**src/rtl/fpm_pkg.sv**
```systemverilog
package fpm_pkg;
  localparam int EXP_W  = 8;
  localparam int FRAC_W = 23;
  localparam int WORD_W = 1 + EXP_W + FRAC_W;
  localparam int SIG_W  = FRAC_W + 1;
  localparam int PROD_W = 2 * SIG_W;
  localparam int ESUM_W = EXP_W + 3;
  localparam int BIAS   = (1 << (EXP_W - 1)) - 1;
  localparam int EXP_TOP = (1 << EXP_W) - 1;

  typedef struct packed {
    logic              sign;
    logic              zero;
    logic              inf;
    logic              nan;
    logic [EXP_W-1:0]  exp;
    logic [SIG_W-1:0]  sig;
  } fpm_opnd_t;

  typedef struct packed {
    logic invalid;
    logic overflow;
    logic underflow;
    logic inexact;
  } fpm_flags_t;
endpackage

```
**src/rtl/fpm_classify.sv**
```systemverilog
module fpm_classify
  import fpm_pkg::*;
(
  input  logic [WORD_W-1:0] word,
  output fpm_opnd_t         opnd
);
  logic [EXP_W-1:0]  e;
  logic [FRAC_W-1:0] f;
  logic              e_ones;

  always_comb begin
    e      = word[WORD_W-2 -: EXP_W];
    f      = word[FRAC_W-1:0];
    e_ones = &e;
    opnd.sign = word[WORD_W-1];
    opnd.exp  = e;
    opnd.sig  = {1'b1, f};
    // subnormal operands are read as zero
    opnd.zero = (e == '0);
    opnd.inf  = e_ones && (f == '0);
    opnd.nan  = e_ones && (f != '0);
  end
endmodule

```
**src/rtl/fpm_round.sv**
```systemverilog
module fpm_round
  import fpm_pkg::*;
(
  input  logic [PROD_W-1:0]        prod,
  input  logic signed [ESUM_W-1:0] esum,
  output logic signed [ESUM_W-1:0] exp_fin,
  output logic [FRAC_W-1:0]        frac,
  output logic                     inexact
);
  logic             hi;
  logic [SIG_W-1:0] mant;
  logic             guard;
  logic             sticky;
  logic             rnd_up;
  logic [SIG_W:0]   sum;
  logic             carry;

  always_comb begin
    hi = prod[PROD_W-1];
    if (hi) begin
      mant   = prod[PROD_W-1 -: SIG_W];
      guard  = prod[SIG_W-1];
      sticky = |prod[SIG_W-2:0];
    end else begin
      mant   = prod[PROD_W-2 -: SIG_W];
      guard  = prod[SIG_W-2];
      sticky = |prod[SIG_W-3:0];
    end
    rnd_up  = guard & (sticky | mant[0]);
    sum     = {1'b0, mant} + {{SIG_W{1'b0}}, rnd_up};
    carry   = sum[SIG_W];
    frac    = carry ? sum[FRAC_W:1] : sum[FRAC_W-1:0];
    exp_fin = esum + ESUM_W'(hi) + ESUM_W'(carry);
    inexact = guard | sticky;
  end
endmodule

```
**src/rtl/fpm_pack.sv**
```systemverilog
module fpm_pack
  import fpm_pkg::*;
(
  input  logic                     sign,
  input  logic                     is_nan,
  input  logic                     is_inv,
  input  logic                     is_inf,
  input  logic                     is_zero,
  input  logic                     ovf_early,
  input  logic                     unf_early,
  input  logic signed [ESUM_W-1:0] exp_fin,
  input  logic [FRAC_W-1:0]        frac,
  input  logic                     inexact,
  output logic [WORD_W-1:0]        word,
  output fpm_flags_t               flags
);
  localparam logic signed [ESUM_W-1:0] EXP_TOP_S = ESUM_W'(EXP_TOP);
  localparam logic signed [ESUM_W-1:0] ONE_S     = ESUM_W'(1);
  localparam logic [WORD_W-1:0] QNAN =
    {1'b0, {EXP_W{1'b1}}, 1'b1, {(FRAC_W-1){1'b0}}};

  logic ovf;
  logic unf;

  always_comb begin
    ovf   = ovf_early | (exp_fin >= EXP_TOP_S);
    unf   = unf_early | (exp_fin < ONE_S);
    word  = {sign, exp_fin[EXP_W-1:0], frac};
    flags = '0;
    flags.inexact = inexact;
    if (is_nan) begin
      word  = QNAN;
      flags = '0;
      flags.invalid = is_inv;
    end else if (is_inf) begin
      word  = {sign, {EXP_W{1'b1}}, {FRAC_W{1'b0}}};
      flags = '0;
    end else if (is_zero) begin
      word  = {sign, {(WORD_W-1){1'b0}}};
      flags = '0;
    end else if (ovf) begin
      word  = {sign, {EXP_W{1'b1}}, {FRAC_W{1'b0}}};
      flags.overflow = 1'b1;
      flags.inexact  = 1'b1;
    end else if (unf) begin
      word  = {sign, {(WORD_W-1){1'b0}}};
      flags.underflow = 1'b1;
      flags.inexact   = 1'b1;
    end
  end
endmodule

```
**src/rtl/fpm_mul.sv**
```systemverilog
module fpm_mul
  import fpm_pkg::*;
(
  input  logic              clk,
  input  logic              rst_n,
  input  logic              op_valid,
  input  logic [WORD_W-1:0] op_a,
  input  logic [WORD_W-1:0] op_b,
  output logic              res_valid,
  output logic [WORD_W-1:0] res_word,
  output logic              flag_invalid,
  output logic              flag_overflow,
  output logic              flag_underflow,
  output logic              flag_inexact
);
  localparam logic signed [ESUM_W-1:0] BIAS_S    = ESUM_W'(BIAS);
  localparam logic signed [ESUM_W-1:0] EXP_TOP_S = ESUM_W'(EXP_TOP);
  localparam logic signed [ESUM_W-1:0] UNF_S     = -ESUM_W'(1);
  localparam int EPAD = ESUM_W - EXP_W;

  fpm_opnd_t opa, opb;

  fpm_classify u_cls_a (.word(op_a), .opnd(opa));
  fpm_classify u_cls_b (.word(op_b), .opnd(opb));

  // stage one: product, exponent sum, special classes
  logic signed [ESUM_W-1:0] esum_c;
  logic nan_c, inv_c, inf_c, zero_c;

  always_comb begin
    esum_c = signed'({{EPAD{1'b0}}, opa.exp}) + signed'({{EPAD{1'b0}}, opb.exp}) - BIAS_S;
    inv_c  = (opa.zero & opb.inf) | (opa.inf & opb.zero);
    nan_c  = opa.nan | opb.nan | inv_c;
    inf_c  = (opa.inf | opb.inf) & ~nan_c;
    zero_c = (opa.zero | opb.zero) & ~nan_c;
  end

  logic                     s1_valid;
  logic                     s1_sign;
  logic [PROD_W-1:0]        s1_prod;
  logic signed [ESUM_W-1:0] s1_esum;
  logic                     s1_ovf, s1_unf;
  logic                     s1_nan, s1_inv, s1_inf, s1_zero;

  always_ff @(posedge clk) begin
    if (!rst_n) begin
      s1_valid <= 1'b0;
      s1_sign  <= 1'b0;
      s1_prod  <= '0;
      s1_esum  <= '0;
      s1_ovf   <= 1'b0;
      s1_unf   <= 1'b0;
      s1_nan   <= 1'b0;
      s1_inv   <= 1'b0;
      s1_inf   <= 1'b0;
      s1_zero  <= 1'b0;
    end else begin
      s1_valid <= op_valid;
      s1_sign  <= opa.sign ^ opb.sign;
      s1_prod  <= opa.sig * opb.sig;
      s1_esum  <= esum_c;
      // early range check at the exponent add: normalisation adds at most two
      s1_ovf   <= (esum_c >= EXP_TOP_S);
      s1_unf   <= (esum_c < UNF_S);
      s1_nan   <= nan_c;
      s1_inv   <= inv_c;
      s1_inf   <= inf_c;
      s1_zero  <= zero_c;
    end
  end

  // stage two: normalise, round, pack
  logic signed [ESUM_W-1:0] exp_fin;
  logic [FRAC_W-1:0]        frac_r;
  logic                     inx_r;
  logic [WORD_W-1:0]        word_c;
  fpm_flags_t               flags_c;

  fpm_round u_round (
    .prod(s1_prod), .esum(s1_esum),
    .exp_fin(exp_fin), .frac(frac_r), .inexact(inx_r)
  );

  fpm_pack u_pack (
    .sign(s1_sign), .is_nan(s1_nan), .is_inv(s1_inv), .is_inf(s1_inf),
    .is_zero(s1_zero), .ovf_early(s1_ovf), .unf_early(s1_unf),
    .exp_fin(exp_fin), .frac(frac_r), .inexact(inx_r),
    .word(word_c), .flags(flags_c)
  );

  always_ff @(posedge clk) begin
    if (!rst_n) begin
      res_valid      <= 1'b0;
      res_word       <= '0;
      flag_invalid   <= 1'b0;
      flag_overflow  <= 1'b0;
      flag_underflow <= 1'b0;
      flag_inexact   <= 1'b0;
    end else begin
      res_valid      <= s1_valid;
      res_word       <= word_c;
      flag_invalid   <= flags_c.invalid;
      flag_overflow  <= flags_c.overflow;
      flag_underflow <= flags_c.underflow;
      flag_inexact   <= flags_c.inexact;
    end
  end
endmodule

```
**config.mk**
```make
export PLATFORM = sky130hd
export DESIGN_NAME = fpm_mul
export DESIGN_NICKNAME = d
export VERILOG_FILES = /design/src/rtl/fpm_pkg.sv /design/src/rtl/fpm_classify.sv /design/src/rtl/fpm_round.sv /design/src/rtl/fpm_pack.sv /design/src/rtl/fpm_mul.sv
export SDC_FILE = /design/constraint.sdc
export NUM_CORES = 2
export LEC_CHECK = 0
export BUFFER_PORTS_ARGS = -buffer_cell sky130_fd_sc_hd__buf_4
export CELL_PAD_IN_SITES_DETAIL_PLACEMENT = 1
export CELL_PAD_IN_SITES_GLOBAL_PLACEMENT = 2
export CORE_MARGIN = 2
export CORE_UTILIZATION = 44
export DETAILED_ROUTE_END_ITERATION = 16
export PLACE_DENSITY = 0.95
export SLEW_MARGIN = 10
export SYNTH_ARGS = -nofsm -noshare
export SYNTH_HDL_FRONTEND = slang
export SYNTH_SLANG_ARGS = --single-unit
```
**constraint.sdc**
```tcl
create_clock -name clk -period 12.57 [get_ports clk]
set_input_delay 2.514 -clock clk [delete_from_list [all_inputs] [get_ports clk]]
set_output_delay 2.514 -clock clk [all_outputs]
set_load 0.01 [all_outputs]
```
* Yosys cells after proc, flatten, opt, wreduce, memory -nomap -nowiden
Cells that the tools add are included.
** Storage, ports and cells
- Bits in registers :: 103
** Operators by class
- Reduce and logical (&&, ||, !) cells :: 18
- Multiplexer cells :: 16
- Order comparisons :: 4
- Bitwise operators :: 17
- Add/subtract/negate cells :: 5
- Multipliers :: 1
** Operators by type and width (count)
- $mux 31 :: 5
- $mul 24x24->48 :: 1
- $logic_not 23->1 :: 2
- $reduce_bool 23->1 :: 2
- $add 24x1->25 :: 1
- $mux 24 :: 1
- $mux 23 :: 1
- $reduce_or 23->1 :: 1
- $add 11x1->11 :: 2
- $reduce_or 22->1 :: 1
- $logic_not 8->1 :: 2
- $reduce_and 8->1 :: 2
- $ge 11x9->1 const B :: 1
- $lt 11x2->1 const B :: 1
- $ge 10x9->1 const B :: 1
- $lt 10x1->1 const B :: 1
- $sub 9x7->10 const B :: 1
- $add 8x8->9 :: 1
- $or 1x1->1 :: 9
- $mux 3 :: 2
- $reduce_or 6->1 :: 1
- $and 1x1->1 :: 5
- $mux 1 :: 5
- $reduce_or 5->1 :: 1
- other kinds (7) :: 11

* Depth between registers and ports, before layout
- Word-level depth :: 13
- Mapped depth :: 27
- Mapped depth without buffers :: 25

* Hierarchy
Synthesis repeated with hierarchy kept, for this count alone.
** Unflattened totals
- Cell total of the unflattened synthesis :: 2935
- Area, all modules :: 25177.9 um2
** Modules (own cells, without submodules)
- fpm_mul :: times used 1, seq. area each 2062.0 um2, cells each 2501, area each 22322.7 um2
- fpm_round :: times used 1, seq. area each 0.0 um2, cells each 240, area each 1561.5 um2
- fpm_classify :: times used 2, seq. area each 0.0 um2, cells each 50, area each 350.3 um2
- fpm_pack :: times used 1, seq. area each 0.0 um2, cells each 94, area each 593.1 um2

* Least setup slack after synthesis
Ideal clock, no wire load.
- Path kind :: input -> register
- Start :: input op_b[12]
- End :: register s1_prod[45]
- Data arrival time :: 8.641 ns
- Stages on the path :: 23
- Data required time :: 12.442 ns
- Setup time :: 0.128 ns
- Path buffers :: 2
- Path slack :: 3.801 ns
- Path through :: clkbuf_1 > clkbuf_1 > nand2_1 > fa_1 > inv_1 > fa_1 > inv_1 > fa_1 > inv_1 > fa_1 > fa_1 > fa_1 > inv_1 > fa_1 > inv_1 > ha_1 > and3_1 > nand4_1 > or4_1 > o211a_1 > o41ai_1 > xnor2_1 > nor2_1
** Between the ends
- Cells in the longest elaborated chain, start to end :: 1
** RTL lines
- start, declared :: RTL line fpm_mul.sv:8 : input logic [WORD_W-1:0] op_b,
- $mul 24x24->48 :: RTL line fpm_mul.sv:60 : s1_prod <= opa.sig * opb.sig;
- end signal, assigned :: RTL line fpm_mul.sv:60
- end, declared :: RTL line fpm_mul.sv:40 : logic [PROD_W-1:0] s1_prod;
Every way passes these cells.
A chain may end at the register's enable or synchronous reset.

* Worst setup path after layout
- Start :: input op_b[0]
- End :: register s1_prod[42]
The elaborated chain is that of the path after synthesis.

==> impl_metrics.yaml <==
placed_design:
  hpwl_um: 57100
  numPlacedInstances: 3340
  port_buffers: 103
  routabilityCongestion: 0.894
layout:
  antenna_cells: 0
  synthToLayoutAreaGrowth_pct: 6.30
  instances_no_fill: 3356
  final-seq-area_um2: 2060
  num-fill-cells: 6196
  drive_gt1_share_pct: 5.32
  nNetsFinal: 3404
  multiInputGateArea_um2: 18700
synthesis:
  yosysUniqueCellTypes: 65
  synthTopCellsByCount: "inv_1 (594), fa_1 (484), nand2_1 (315), and2_1 (280), ha_1 (190)"
  yosysSeqAreaShare_pct: 8.80
  synth_top_area_cell: "fa_1"
  synth.top_cell.area_share_pct: 41.3
  synthCells: 2667
  syn_area_um2: 23400
  synth_edf_count: 0
  ys_ff_latch: 103
  synth_most_common_cell: "inv_1"
  syn_avg_cell_area_um2: 8.79
  synth_fp_nets: 3408
  synthFlopType: "dfxtp_1"
  synth_warnings: 0
  ys_async_sr_fraction_pct: 0
  netlist_top_cells_area: "fa_1 (41%), ha_1 (10%), inv_1 (9.5%)"
drt:
  vias_per_cell: 5.42
  wire_per_inst_um: 21.5
  dr.pass1.iters: 5
  ant_nets: 0
  vias: 18200
  routed_wirelength_um: 72200
  drc: 0
  drt_iter0_markers: 960
global_route:
  grtUsageTotal_pct: 26.8
  grt_max_degree: 51
  grt-ovfl-total: 0
  antenna_found_initial: 0
  grt_first_pass_wirelength_um: 116000
  grt_pass1_vias: 21000
min_path:
  hold_class: "reg -> reg"
clock_tree:
  cts.sinks: 103
  cts_tree: "done"
  post_cts_resized: 0
  path_clk_slew_ns: 0.08
  clockBufferDepth: 2
  clkLatencyLatePin_ns: 0.37
  post_cts_buffers: 0
  cts_buffers: 9
  cts_root_buf: "clkbuf_16"
  hold_buffers: 0
  htree_levels: 3
floorplan:
  die_h_um: 235
  start_util_pct: 44.5
  pin_count: 104
  rows: 84
  die_w_um: 235
  dieArea_um2: 55100
  coreArea_um2: 52700
timing:
  slew_viol_final: 0
  hold_violations: 0
  maxClockFrequency_mhz: 107
  period_share_pct: 74.4
  max_slew_margin_pct: 50.9
  tns_ns: 0
  clock_skew_ns: 0.0115
  period_minus_slack_ns: 9.35
  setup_viol: 0
  worst_pin_slew_ns: 0.736
  rsz0062_at_grt: "false"
job:
  cap_violations: 0
setup_path:
  crit_type: "in -> reg"
  worstPathMaxFanout: 18
  critical_path_required_ns: 12.79
  critPathCaptureType: "flip-flop"
  start_kind: "input pin"
  cp_data_arrival_time_ns: 9.57
status:
  outcome: "finished clean"
==> cell usage in the layout (no fill, tap or decap), drive strengths merged, types with 7 or more instances in the layout <==
cell,count
inv,600
fa,484
nand2,316
and2,280
ha,190
nor2,116
buf,104
dfxtp,103
a21oi,83
o21ai,49
xnor2,45
xor2,37
nor4,23
nand3,22
nand4,19
a21o,18
mux2i,15
o21bai,14
nor3,14
nand2b,12
and3,12
nor2b,10
a211oi,9
clkbuf,9
mux2,7
o211ai,7
==> layer usage <==
layer / global-route usage, % / routed length (µm) / vias to the layer above
met1: 34.7 / 30600 / 9472
met4: 9.49 / 2680 / 0
met3: 4.04 / 4360 / 165
met5: 0 / 0 / -
li1: - / - / 7990
met2: 45.7 / 34600 / 559
==> sequential cells by signal (all words and copies together), names as in the netlist <==
register / flops
s1_esum: 10
flag_inexact: 1
s1_prod: 48
s1_nan: 1
s1_ovf: 1
s1_inv: 1
s1_valid: 1
flag_invalid: 1
s1_sign: 1
res_word: 32
s1_inf: 1
s1_zero: 1
flag_overflow: 1
s1_unf: 1
flag_underflow: 1
res_valid: 1
==> worst paths after layout <==
check / from / endpoint / slack [ns] / cells after the start
hold / removal: s1_sign / res_word[31] / 0.42 / 2
setup / recovery: op_b[0] / s1_prod[42] / 3.22 / 24
hold reg to reg: s1_sign / res_word[31] / 0.42 / 2
setup reg to reg: s1_prod[47] / res_word[13] / 6.17 / 19
==> final cells by class <==
| type | instances | area share [%] |
|---|---|---|
| multi-input cells | 1849 | 75.0 |
| inverters | 596 | 8.98 |
| flip-flops and latches | 103 | 8.28 |
| well taps | 688 | 3.46 |
| repair buffers | 104 | 3.13 |
| clock buffers | 9 | 0.904 |
| clock inverters | 7 | 0.296 |
==> logic make-up (layout without fill, tap and decap cells) <==
group	count (synthesis)	in the layout	share of synthesized area, %
adders and majority gates	674	674	51.5
AOI/OAI and AO/OA	221	221	5.93
muxes	23	23	1.07
buffers and inverters	715	716	11.5
DFF	103	103	8.80
and+or+nand+nor	849	849	18.1
xor gates and xnor gates	82	82	3.06
==> worst max-delay path, cell delays in order <==
cell      delay, ns
buf_4          0.23
clkinv_1       0.37
fa_1           0.65
inv_1          0.06
fa_1           0.54
inv_1          0.06
fa_1           0.45
fa_1           0.55
inv_1          0.06
fa_1           0.50
fa_1           0.53
inv_1          0.06
fa_1           0.47
inv_1          0.04
ha_1           0.45
and3_1         0.23
and2_1         0.18
nand4_1        0.10
a211oi_1       0.31
nor3_1         0.14
o41ai_1        0.57
a21boi_0       0.24
xnor2_1        0.19
nor2_1         0.06
==> stage by stage <==
stage,util [%],area [µm²],hold slack (ns),setup WS (ns)
detailed placement,46.7,24600,0.416,2.87
floorplan,-,23400,0.404,3.80
global route,47.3,24900,0.439,2.87
finish,47.3,24900,0.423,3.22
CTS,47.3,24900,0.428,3.26
global placement,46.7,24600,0.413,3.13
Power is left out: the tool's default activity adds up to more than one toggle a clock period on the data nets, which glitch-free logic cannot reach.
